===== config.mk =====
export PLATFORM = sky130hd
export DESIGN_NAME = dds_core
export DESIGN_NICKNAME = d
export VERILOG_FILES = /design/src/rtl/dds_pkg.sv /design/src/rtl/dds_rise_det.sv /design/src/rtl/dds_load_port.sv /design/src/rtl/dds_phase_acc.sv /design/src/rtl/dds_core.sv
export SDC_FILE = /design/constraint.sdc
export NUM_CORES = 1
export LEC_CHECK = 0
export BUFFER_PORTS_ARGS = -buffer_cell sky130_fd_sc_hd__buf_2
export CAP_MARGIN = 10
export CORE_MARGIN = 8
export CORE_UTILIZATION = 25
export DETAILED_ROUTE_END_ITERATION = 8
export PLACE_DENSITY_LB_ADDON = 0.05
export RECOVER_POWER = 25
export SLEW_MARGIN = 20
export SYNTH_ARGS = -nofsm -noshare
export SYNTH_HDL_FRONTEND = slang
export SYNTH_SLANG_ARGS = --single-unit

===== constraint.sdc =====
create_clock -name clk_i -period 6 [get_ports clk_i]
set_input_delay 0.3 -clock clk_i [delete_from_list [all_inputs] [get_ports clk_i]]
set_output_delay 0.3 -clock clk_i [all_outputs]
set_load 0.05 [all_outputs]

===== src/rtl/dds_pkg.sv =====
package dds_pkg;

    localparam int CTRL_W   = 8;
    localparam int TW_W     = 32;
    localparam int WORD_W   = CTRL_W + TW_W;
    localparam int NBYTES   = WORD_W / 8;
    localparam int OFF_W    = 5;
    localparam int CNT_W    = $clog2(WORD_W + 1);
    localparam logic [2:0] STRAP_SER = 3'b011;

    typedef struct packed {
        logic [OFF_W-1:0] phase_off;
        logic             pwr_down;
        logic             test_bit;
        logic             mult_en;
    } ctrl_t;

    typedef struct packed {
        ctrl_t           ctrl;
        logic [TW_W-1:0] tune;
    } prog_word_t;

    typedef enum logic {
        MODE_BYTE = 1'b0,
        MODE_BIT  = 1'b1
    } load_mode_e;

    // Byte 0 lands in the control field, bytes 1..4 fill the tuning word from the top.
    function automatic prog_word_t put_byte(prog_word_t w, logic [CNT_W-1:0] idx,
                                            logic [7:0] b);
        logic [WORD_W-1:0] v;
        v = w;
        v[WORD_W-1-8*int'(idx) -: 8] = b;
        return prog_word_t'(v);
    endfunction

    function automatic logic strap_match(logic [2:0] d);
        return d == STRAP_SER;
    endfunction

endpackage


===== src/rtl/dds_rise_det.sv =====
module dds_rise_det (
    input  logic clk_i,
    input  logic rst_i,
    input  logic lvl_i,
    output logic rise_o
);
    logic prev_q;

    always_ff @(posedge clk_i) begin
        if (rst_i) prev_q <= 1'b0;
        else       prev_q <= lvl_i;
    end

    assign rise_o = lvl_i & ~prev_q;
endmodule


===== src/rtl/dds_load_port.sv =====
module dds_load_port
    import dds_pkg::*;
(
    input  logic       clk_i,
    input  logic       rst_i,
    input  logic       wr_rise_i,
    input  logic       commit_rise_i,
    input  logic [7:0] data_i,
    output prog_word_t stage_o,
    output logic       xfer_o,
    output load_mode_e mode_o
);
    prog_word_t       stage_q;
    load_mode_e       mode_q;
    logic [CNT_W-1:0] cnt_q;
    logic             entry_open_q;
    logic             strap_q;
    logic             entry_hit;
    logic [CNT_W-1:0] cnt_lim;

    assign cnt_lim   = (mode_q == MODE_BYTE) ? CNT_W'(NBYTES) : CNT_W'(WORD_W);
    assign entry_hit = commit_rise_i && entry_open_q && (mode_q == MODE_BYTE)
                     && (cnt_q == CNT_W'(1)) && strap_q && strap_match(data_i[2:0]);
    assign xfer_o    = commit_rise_i && !entry_hit;

    always_ff @(posedge clk_i) begin
        if (rst_i) begin
            stage_q      <= '0;
            mode_q       <= MODE_BYTE;
            cnt_q        <= '0;
            entry_open_q <= 1'b1;
            strap_q      <= 1'b0;
        end else if (commit_rise_i) begin
            cnt_q        <= '0;
            entry_open_q <= 1'b0;
            if (entry_hit) mode_q <= MODE_BIT;
        end else if (wr_rise_i && (cnt_q < cnt_lim)) begin
            cnt_q <= cnt_q + 1'b1;
            if (mode_q == MODE_BYTE) begin
                stage_q <= put_byte(stage_q, cnt_q, data_i);
                if (cnt_q == '0) strap_q <= strap_match(data_i[2:0]);
            end else begin
                stage_q <= prog_word_t'({data_i[7], stage_q[WORD_W-1:1]});
            end
        end
    end

    assign stage_o = stage_q;
    assign mode_o  = mode_q;
endmodule


===== src/rtl/dds_phase_acc.sv =====
module dds_phase_acc
    import dds_pkg::*;
#(
    parameter int OUT_W = 14
) (
    input  logic             clk_i,
    input  logic             rst_i,
    input  logic [TW_W-1:0]  tune_i,
    input  logic [OFF_W-1:0] off_i,
    input  logic             hold_i,
    output logic [TW_W-1:0]  acc_o,
    output logic [OUT_W-1:0] phase_o
);
    localparam int PAD_W = OUT_W - OFF_W;

    logic [TW_W-1:0] acc_q;

    always_ff @(posedge clk_i) begin
        if (rst_i)        acc_q <= '0;
        else if (!hold_i) acc_q <= acc_q + tune_i;
    end

    assign acc_o   = acc_q;
    assign phase_o = acc_q[TW_W-1 -: OUT_W] + {off_i, {PAD_W{1'b0}}};
endmodule


===== src/rtl/dds_core.sv =====
module dds_core
    import dds_pkg::*;
#(
    parameter int OUT_W = 14
) (
    input  logic             clk_i,
    input  logic             rst_i,
    input  logic             wr_strobe_i,
    input  logic             commit_i,
    input  logic [7:0]       load_data_i,
    output logic [OUT_W-1:0] phase_o,
    output logic             valid_o,
    output logic             test_bit_err_o,
    output logic             mult_en_o,
    output logic             serial_mode_o
);
    logic       wr_rise, commit_rise, xfer;
    prog_word_t stage, act_q;
    load_mode_e mode;
    logic [TW_W-1:0] acc_q;
    logic [TW_W-1:0] tune_act;

    dds_rise_det u_wr_det (
        .clk_i(clk_i), .rst_i(rst_i), .lvl_i(wr_strobe_i), .rise_o(wr_rise)
    );
    dds_rise_det u_commit_det (
        .clk_i(clk_i), .rst_i(rst_i), .lvl_i(commit_i), .rise_o(commit_rise)
    );

    dds_load_port u_port (
        .clk_i        (clk_i),
        .rst_i        (rst_i),
        .wr_rise_i    (wr_rise),
        .commit_rise_i(commit_rise),
        .data_i       (load_data_i),
        .stage_o      (stage),
        .xfer_o       (xfer),
        .mode_o       (mode)
    );

    always_ff @(posedge clk_i) begin
        if (rst_i)     act_q <= '0;
        else if (xfer) act_q <= stage;
    end

    assign tune_act = act_q.tune;

    dds_phase_acc #(.OUT_W(OUT_W)) u_acc (
        .clk_i  (clk_i),
        .rst_i  (rst_i),
        .tune_i (tune_act),
        .off_i  (act_q.ctrl.phase_off),
        .hold_i (act_q.ctrl.pwr_down),
        .acc_o  (acc_q),
        .phase_o(phase_o)
    );

    assign valid_o        = !act_q.ctrl.pwr_down;
    assign test_bit_err_o = act_q.ctrl.test_bit;
    assign mult_en_o      = act_q.ctrl.mult_en;
    assign serial_mode_o  = (mode == MODE_BIT);
endmodule


==> impl_metrics.tcl, run 1 <==
set metrics [dict create \
    crit_start "u_port.mode_o" \
    grt_first_pass_wirelength_um 32500 \
    dp_hpwl_um 13900 \
    nets 885 \
    cp_cell_sequence "buf_12 > inv_1 > ha_1 > o21ai_0 > nand2_1 > a21oi_1 > nand2_4 > a21oi_4 > mux2i_1 > nor2_1" \
    clk_pin_slew_ns 0.06 \
    setup_viol 0 \
    min_path_cells 2 \
    viasPerCell 5.048 \
    cp_max_fo 38 \
    rrSetupSlack_ns 2.64 \
    finalPower_mw 2.023 \
    die_h_um 181.9 \
    switching_share_pct 25.66 \
    hold_class "primary input to flip-flop" \
    antenna_cells 0 \
    yosysWarnings 0 \
    cts_sinks 123 \
    rsz0062_at_grt "no" \
    final_antenna_net_count 0 \
    gp_congestion 0.7568 \
    routed_wl_um 20420 \
    synthFlopType "dfxtp_1" \
    fmax_mhz 298.0 \
    synth_nets 889 \
    cp_top_family "compound AO/OA/AOI/OAI gates" \
    r2r-start "u_port.mode_o" \
    syn_to_final_growth_pct 13.82 \
    cts.path.max_buffers 2 \
    cp_num_buf_inv 2 \
    yosysUniqueCellTypes 73 \
    synthCells 834 \
    core_area_mm2 0.02703 \
    status "complete, but fails checks" \
    fp.dieArea_mm2 0.03309 \
    yosysSeqAreaShare_pct 35.79 \
    leakagePower_nw 2.826 \
    grtUsageTotal_pct 12.35 \
    rows 60 \
    synth_area_mm2 0.006880 \
    holdPathEnd "u_wr_det.prev_q" \
    drive_gt1_share_pct 9.253 \
    hp-start "wr_strobe_i" \
    drc 0 \
    ctsResizeCount 0 \
    drtIter0Drc 313 \
    placed_area_mm2 0.007248 \
    synthTopCellsByArea "dfxtp_1 (36%), nand2_1 (7.6%), ha_1 (7.5%), a21oi_1 (6.2%), a211oi_1 (4.6%)" \
    cts_hold_buffers 0 \
    critPathRequiredTime_ns 6.27 \
    antenna_found_initial 0 \
    firstDrtPassIters 5 \
    cts_made_buffers 17 \
    cts_tree "yes" \
    powerDensity_mw_per_mm2 258.4 \
    synth_area_leader_cell "dfxtp_1" \
    setup_tns_ns 0 \
    finalHoldViolations 0 \
    timing.rr.end "u_port.stage_o[39]" \
    synth_edf_count 0 \
    wl_per_cell_um 17.25 \
    critPathKind "flip-flop to flip-flop" \
    internal_power_mw 1.504 \
    grt_max_degree 101 \
    clkPwrFrac_pct 52.0 \
    reg2reg_depth 10 \
    synth_top_area_share_pct 35.79 \
    synth_common_cells "nand2_1 (139), dfxtp_1 (123), a21oi_1 (85)" \
    slew_headroom_pct -30.03 \
    violations "capacitance limit, slew limit" \
    slowest_stage "dfxtp_1" \
    yosysMostFrequentCell "nand2_1" \
    io_pins 30 \
    initial_utilization_pct 25.46 \
    critPathMaxStageDelay_ns 0.76 \
    vias 5977 \
    gr-total-overflow 0 \
    cap_violations 1 \
    grt_pass1_vias 5654 \
    dieWidth_um 181.9 \
    seqPwrFrac_pct 41.6 \
    p_comb_share_pct 6.4 \
    arrival_ns 3.63 \
    fin_crit_sh_pct 55.93 \
    synth_seq_cells 123 \
    slew_violations 20 \
    fin_area_mm2 0.007831 \
    io_buffers 29 \
    vdd_ir_drop_max_mv 0.1602 \
    ctsHtreeMaxLevel 4 \
    tightest_slew_ns 1.941 \
    skew_ns 0.008918 \
    fin_crit_ns 3.356 \
    async_reset_ff_share_pct 0 \
    synth.avg_cell_area_um2 8.250 \
    postCtsSetupRepairBufs 0 \
    switchingPower_uw 519.2 \
    cts-root-buf "clkbuf_16" \
    cp-end-kind "flip-flop" \
    worst_skew_pair.late_latency_ns 0.41 \
    critPathLaunchType "flip-flop" \
]
==> stage by stage <==
stage | hold slack, ns | worst slack, ns | cells | utilization [%]
final | 0.1216 | 2.644 | 1184 | 28.98
after floorplan | 0.4227 | 3.441 | 834 | -
after detailed placement | 0.4471 | 2.690 | 1150 | 26.82
after global routing | 0.1371 | 2.414 | 1184 | 28.98
after global placement | 0.4396 | 2.769 | 1149 | 26.75
after CTS | 0.1084 | 2.675 | 1182 | 29.02
==> metal layers <==
metal	global-route usage, %	vias up	part of all wire (%)
met5	0	-	0
met4	3.116	0	1.3
met3	2.934	13	3.5
met2	19.05	88	44
met1	16.98	2839	51
li1	-	3037	-
==> final cells by class <==
type | count | area (um^2)
well taps | 341 | 426.7
multi-input cells | 635 | 4063
inverters | 18 | 67.56
repair buffers | 35 | 217.7
fillers | 2882 | 19190
clock inverters | 13 | 141.4
flip-flops and latches | 123 | 2462
clock buffers | 19 | 452.9
==> sequential cells by signal, summed over array words and instances (netlist names) <==
name                 cells
mult_en_o                1
u_commit_det.prev_q      1
tune_act                32
u_port.cnt_q             6
u_port.mode_o            1
u_port.strap_q           1
u_wr_det.prev_q          1
test_bit_err_o           1
u_port.stage_o          40
u_acc.acc_o             32
act_q                    6
u_port.entry_open_q      1
==> worst max-delay path by stage <==
| stage | end | cells after the start |
|---|---|---|
| 6_report | u_port.stage_o[39] | 10 |
| 2_1_floorplan | u_port.stage_o[22] | 10 |
| 4_1_cts | u_port.stage_o[39] | 9 |
| 3_5_place_dp | u_port.stage_o[39] | 9 |
| 3_3_place_gp | u_port.stage_o[39] | 9 |
| 5_1_grt | u_port.stage_o[33] | 10 |
==> cells by family after synthesis <==
logic type / Yosys count / synth area share [%]
DFF: 123 / 35.79
muxes: 8 / 1.182
and+or+nand+nor: 293 / 19.48
buffers and inverters: 76 / 5.110
AOI/OAI and AO/OA: 262 / 26.71
adders and majority gates: 43 / 8.038
xor gates and xnor gates: 29 / 3.692
==> layout by cell type (no fill, tap or decap), types with 5 or more instances in the layout <==
| cell | count |
|---|---|
| nor3_1 | 8 |
| dfxtp_1 | 123 |
| buf_2 | 12 |
| nor2b_1 | 6 |
| a21oi_1 | 86 |
| or3_1 | 5 |
| nor2_1 | 79 |
| xnor2_1 | 22 |
| nand2_1 | 139 |
| a211oi_1 | 42 |
| o21a_1 | 6 |
| o21ai_0 | 19 |
| a21o_1 | 13 |
| nand4_1 | 9 |
| mux2i_1 | 7 |
| clkbuf_16 | 17 |
| inv_1 | 18 |
| xor2_1 | 6 |
| a32oi_1 | 22 |
| a22oi_1 | 18 |
| nand3_1 | 12 |
| ha_1 | 41 |
| clkbuf_1 | 17 |
| nor2_4 | 5 |
| o211ai_1 | 6 |
| a31oi_1 | 8 |
==> power groups by stage <==
stage	combinational (mW)	sequential, mW	clock [mW]
4_1_cts	0.130	0.842	1.09
2_1_floorplan	0.0903	0.856	0
5_1_grt	0.143	0.844	1.12
3_3_place_gp	0.127	0.861	0
3_5_place_dp	0.130	0.861	0
6_report	0.129	0.843	1.05
No activity file was read; power rests on OpenSTA's default activity.
==> run 2: changes to the inputs <==
ABC_AREA = 1   (was not set)
clock period = 3.2 ns   (was 6 ns; I/O delays follow)
==> impl_metrics.tcl, run 2 <==
set metrics [dict create \
    vdd_ir_drop_max_mv 0.3819 \
    grtUsageTotal_pct 14.32 \
    seqPwrFrac_pct 36.3 \
    worst_skew_pair.late_latency_ns 0.43 \
    rsz0062_at_grt "no" \
    stdcell_count 1644 \
    tightest_slew_ns 1.462 \
    synth_area_leader_cell "dfxtp_1" \
    final_util_pct 28.76 \
    slew_headroom_pct 2.425 \
    setup_viol 0 \
    cp-end-kind "output pin" \
    drc 0 \
    slew_violations 0 \
    fp.dieArea_mm2 0.03659 \
    nets 1291 \
    synth_area_mm2 0.007681 \
    synthCells 1229 \
    mostFrequentLayoutCells "nand2_1 (308), nor2_1 (199), inv_1 (152)" \
    yosysSeqAreaShare_pct 32.06 \
    largest_reg_flops 40 \
    clkPwrFrac_pct 43.2 \
    synth_edf_count 0 \
    synthTopCellsByArea "dfxtp_1 (32%), nand2_1 (15%), nor2_1 (9.7%), inv_1 (7.5%), ha_1 (6.7%)" \
    grt_pass1_vias 7123 \
    yosysUniqueCellTypes 36 \
    violations "capacitance limit" \
    status "complete, but fails checks" \
    synth_seq_cells 123 \
    skew_ns 0.01186 \
    io_buffers 29 \
    yosysWarnings 0 \
    initial_utilization_pct 25.24 \
    synth.avg_cell_area_um2 6.250 \
    die_h_um 191.3 \
    hp-start "load_data_i[7]" \
    pre_cts_slack_ns 0.9499 \
    syn_to_final_growth_pct 13.94 \
    finalHoldViolations 0 \
    setup_tns_ns 0 \
    dp_hpwl_um 19160 \
    fin_area_mm2 0.008752 \
    final_antenna_net_count 0 \
    switchingPower_mw 1.620 \
    cts_made_buffers 17 \
    fin_crit_sh_pct 74.21 \
    antenna_cells 0 \
    async_reset_ff_share_pct 0 \
    leakagePower_nw 4.370 \
    vias 7187 \
    fmax_mhz 421.1 \
    dieWidth_um 191.3 \
    drtIter0Drc 348 \
    cp_max_fo 3 \
    p_comb_share_pct 20.6 \
    cts_tree "yes" \
    drive_gt1_share_pct 6.571 \
    clk_pin_slew_ns 0.06 \
    viasPerCell 4.372 \
    cts-root-buf "clkbuf_16" \
    r2r-start "u_port.cnt_q[3]" \
    final_common_cell "nand2_1" \
    rows 64 \
    cts.path.max_buffers 2 \
    core_area_mm2 0.03043 \
    cap_violations 1 \
    powerDensity_mw_per_mm2 550.3 \
    grt_first_pass_wirelength_um 40280 \
    antenna_found_initial 0 \
    ctsHtreeMaxLevel 4 \
    hold_class "primary input to flip-flop" \
    internal_power_mw 3.196 \
    io_pins 30 \
    crit_start "u_acc.acc_o[27]" \
    grt_max_degree 77 \
    critPathKind "flip-flop to output pin" \
    dp_cells 1611 \
    synth_common_cells "nand2_1 (308), nor2_1 (199), inv_1 (154)" \
    yosysMostFrequentCell "nand2_1" \
    gp_congestion 0.8446 \
    synth_nets 1284 \
    synth_top_area_share_pct 32.06 \
    switching_share_pct 33.64 \
    critPathLaunchType "flip-flop" \
    critPathRequiredTime_ns 3.04 \
    placed_area_mm2 0.008145 \
    timing.final.ws_setup_ns 0.8253 \
    cts_sinks 123 \
    synthFlopType "dfxtp_1" \
    gr-total-overflow 0 \
    routed_wl_um 25220 \
    fillers 3488 \
    wl_per_cell_um 15.34 \
    arrival_ns 2.21 \
    fin_crit_ns 2.375 \
    firstDrtPassIters 4 \
]
## run 2: changes by cell type after synthesis, sizes merged, moves of 9 or more
cell,before,now
a32oi,22,0
a31oi,9,0
o21ai,22,112
a21o,13,1
xnor2,22,1
nand3,13,64
nand2,141,311
inv,18,163
xor2,7,19
a211oi,45,0
nor2,85,206
a22oi,18,0
## run 2: metrics by stage
step | power [mW] | hold slack [ns]
2_1_floorplan | 2.528 | 0.2849
3_3_place_gp | 2.794 | 0.3873
3_5_place_dp | 2.792 | 0.3993
4_1_cts | 4.928 | 0.09539
5_1_grt | 5.111 | 0.1463
6_report | 4.816 | 0.1102
## run 2: critical path: stages (launching register included)
cell	delay [ns]
dfxtp_1	0.46
ha_1	0.22
inv_1	0.06
fa_1	0.39
o21ai_0	0.21
xor2_1	0.17
buf_2	0.28
## run 2: path summary, 6_finish.rpt
check	to	slack (ns)	depth (start not counted)
worst max-delay path	phase_o[13]	0.83	6
worst min-delay path	u_port.stage_o[39]	0.11	5
worst max register to register	u_port.stage_o[39]	0.85	9
worst min register to register	u_port.entry_open_q	0.45	2
## run 2: metal layers
layer  GRT usage (%)  part of all wire [%]  vias to the layer above
met5               0                     0                        -
met4           3.523                   1.3                        0
met3           2.736                   2.3                       23
met2           24.00                    47                       67
met1           18.63                    49                     3183
li1                -                     -                     3914
## run 2: power groups by stage
| stage | registers, mW | clock network, mW | logic [mW] |
|---|---|---|---|
| after CTS | 1.75 | 2.16 | 1.02 |
| final | 1.75 | 2.08 | 0.992 |
| after global routing | 1.76 | 2.22 | 1.13 |
| after floorplan | 1.75 | 0 | 0.783 |
| after detailed placement | 1.78 | 0 | 1.01 |
| after global placement | 1.78 | 0 | 1.01 |
## run 2: final cells by class
type                    count  area, um^2  share of cell area (%)
multi-input cells         890        4342                   49.61
clock inverters            14       182.7                   2.087
inverters                 164       615.6                   7.034
clock buffers              17       425.4                   4.861
well taps                 396       495.5                   5.661
repair buffers             40       229.0                   2.616
flip-flops and latches    123        2462                   28.13
## run 2: what timing repair did
| item | in CTS | in global routing |
|---|---|---|
| hold buffers | 2 | 0 |
| gates resized for setup | 0 | 0 |
| setup buffers | 0 | 0 |
| hold endpoints to repair | 2 | 0 |
## run 2: cells by family (layout without fill, tap and decap cells)
group	count (synthesis)	after routing	share of synthesized area (%)
AND/OR/NAND/NOR	607	607	32.11
flip-flops	123	123	32.06
AO/OA/AOI/OAI	220	220	15.00
XOR/XNOR	20	20	2.281
adder cells (fa/ha/maj)	43	43	7.200
buffers and inverters	216	235	11.35
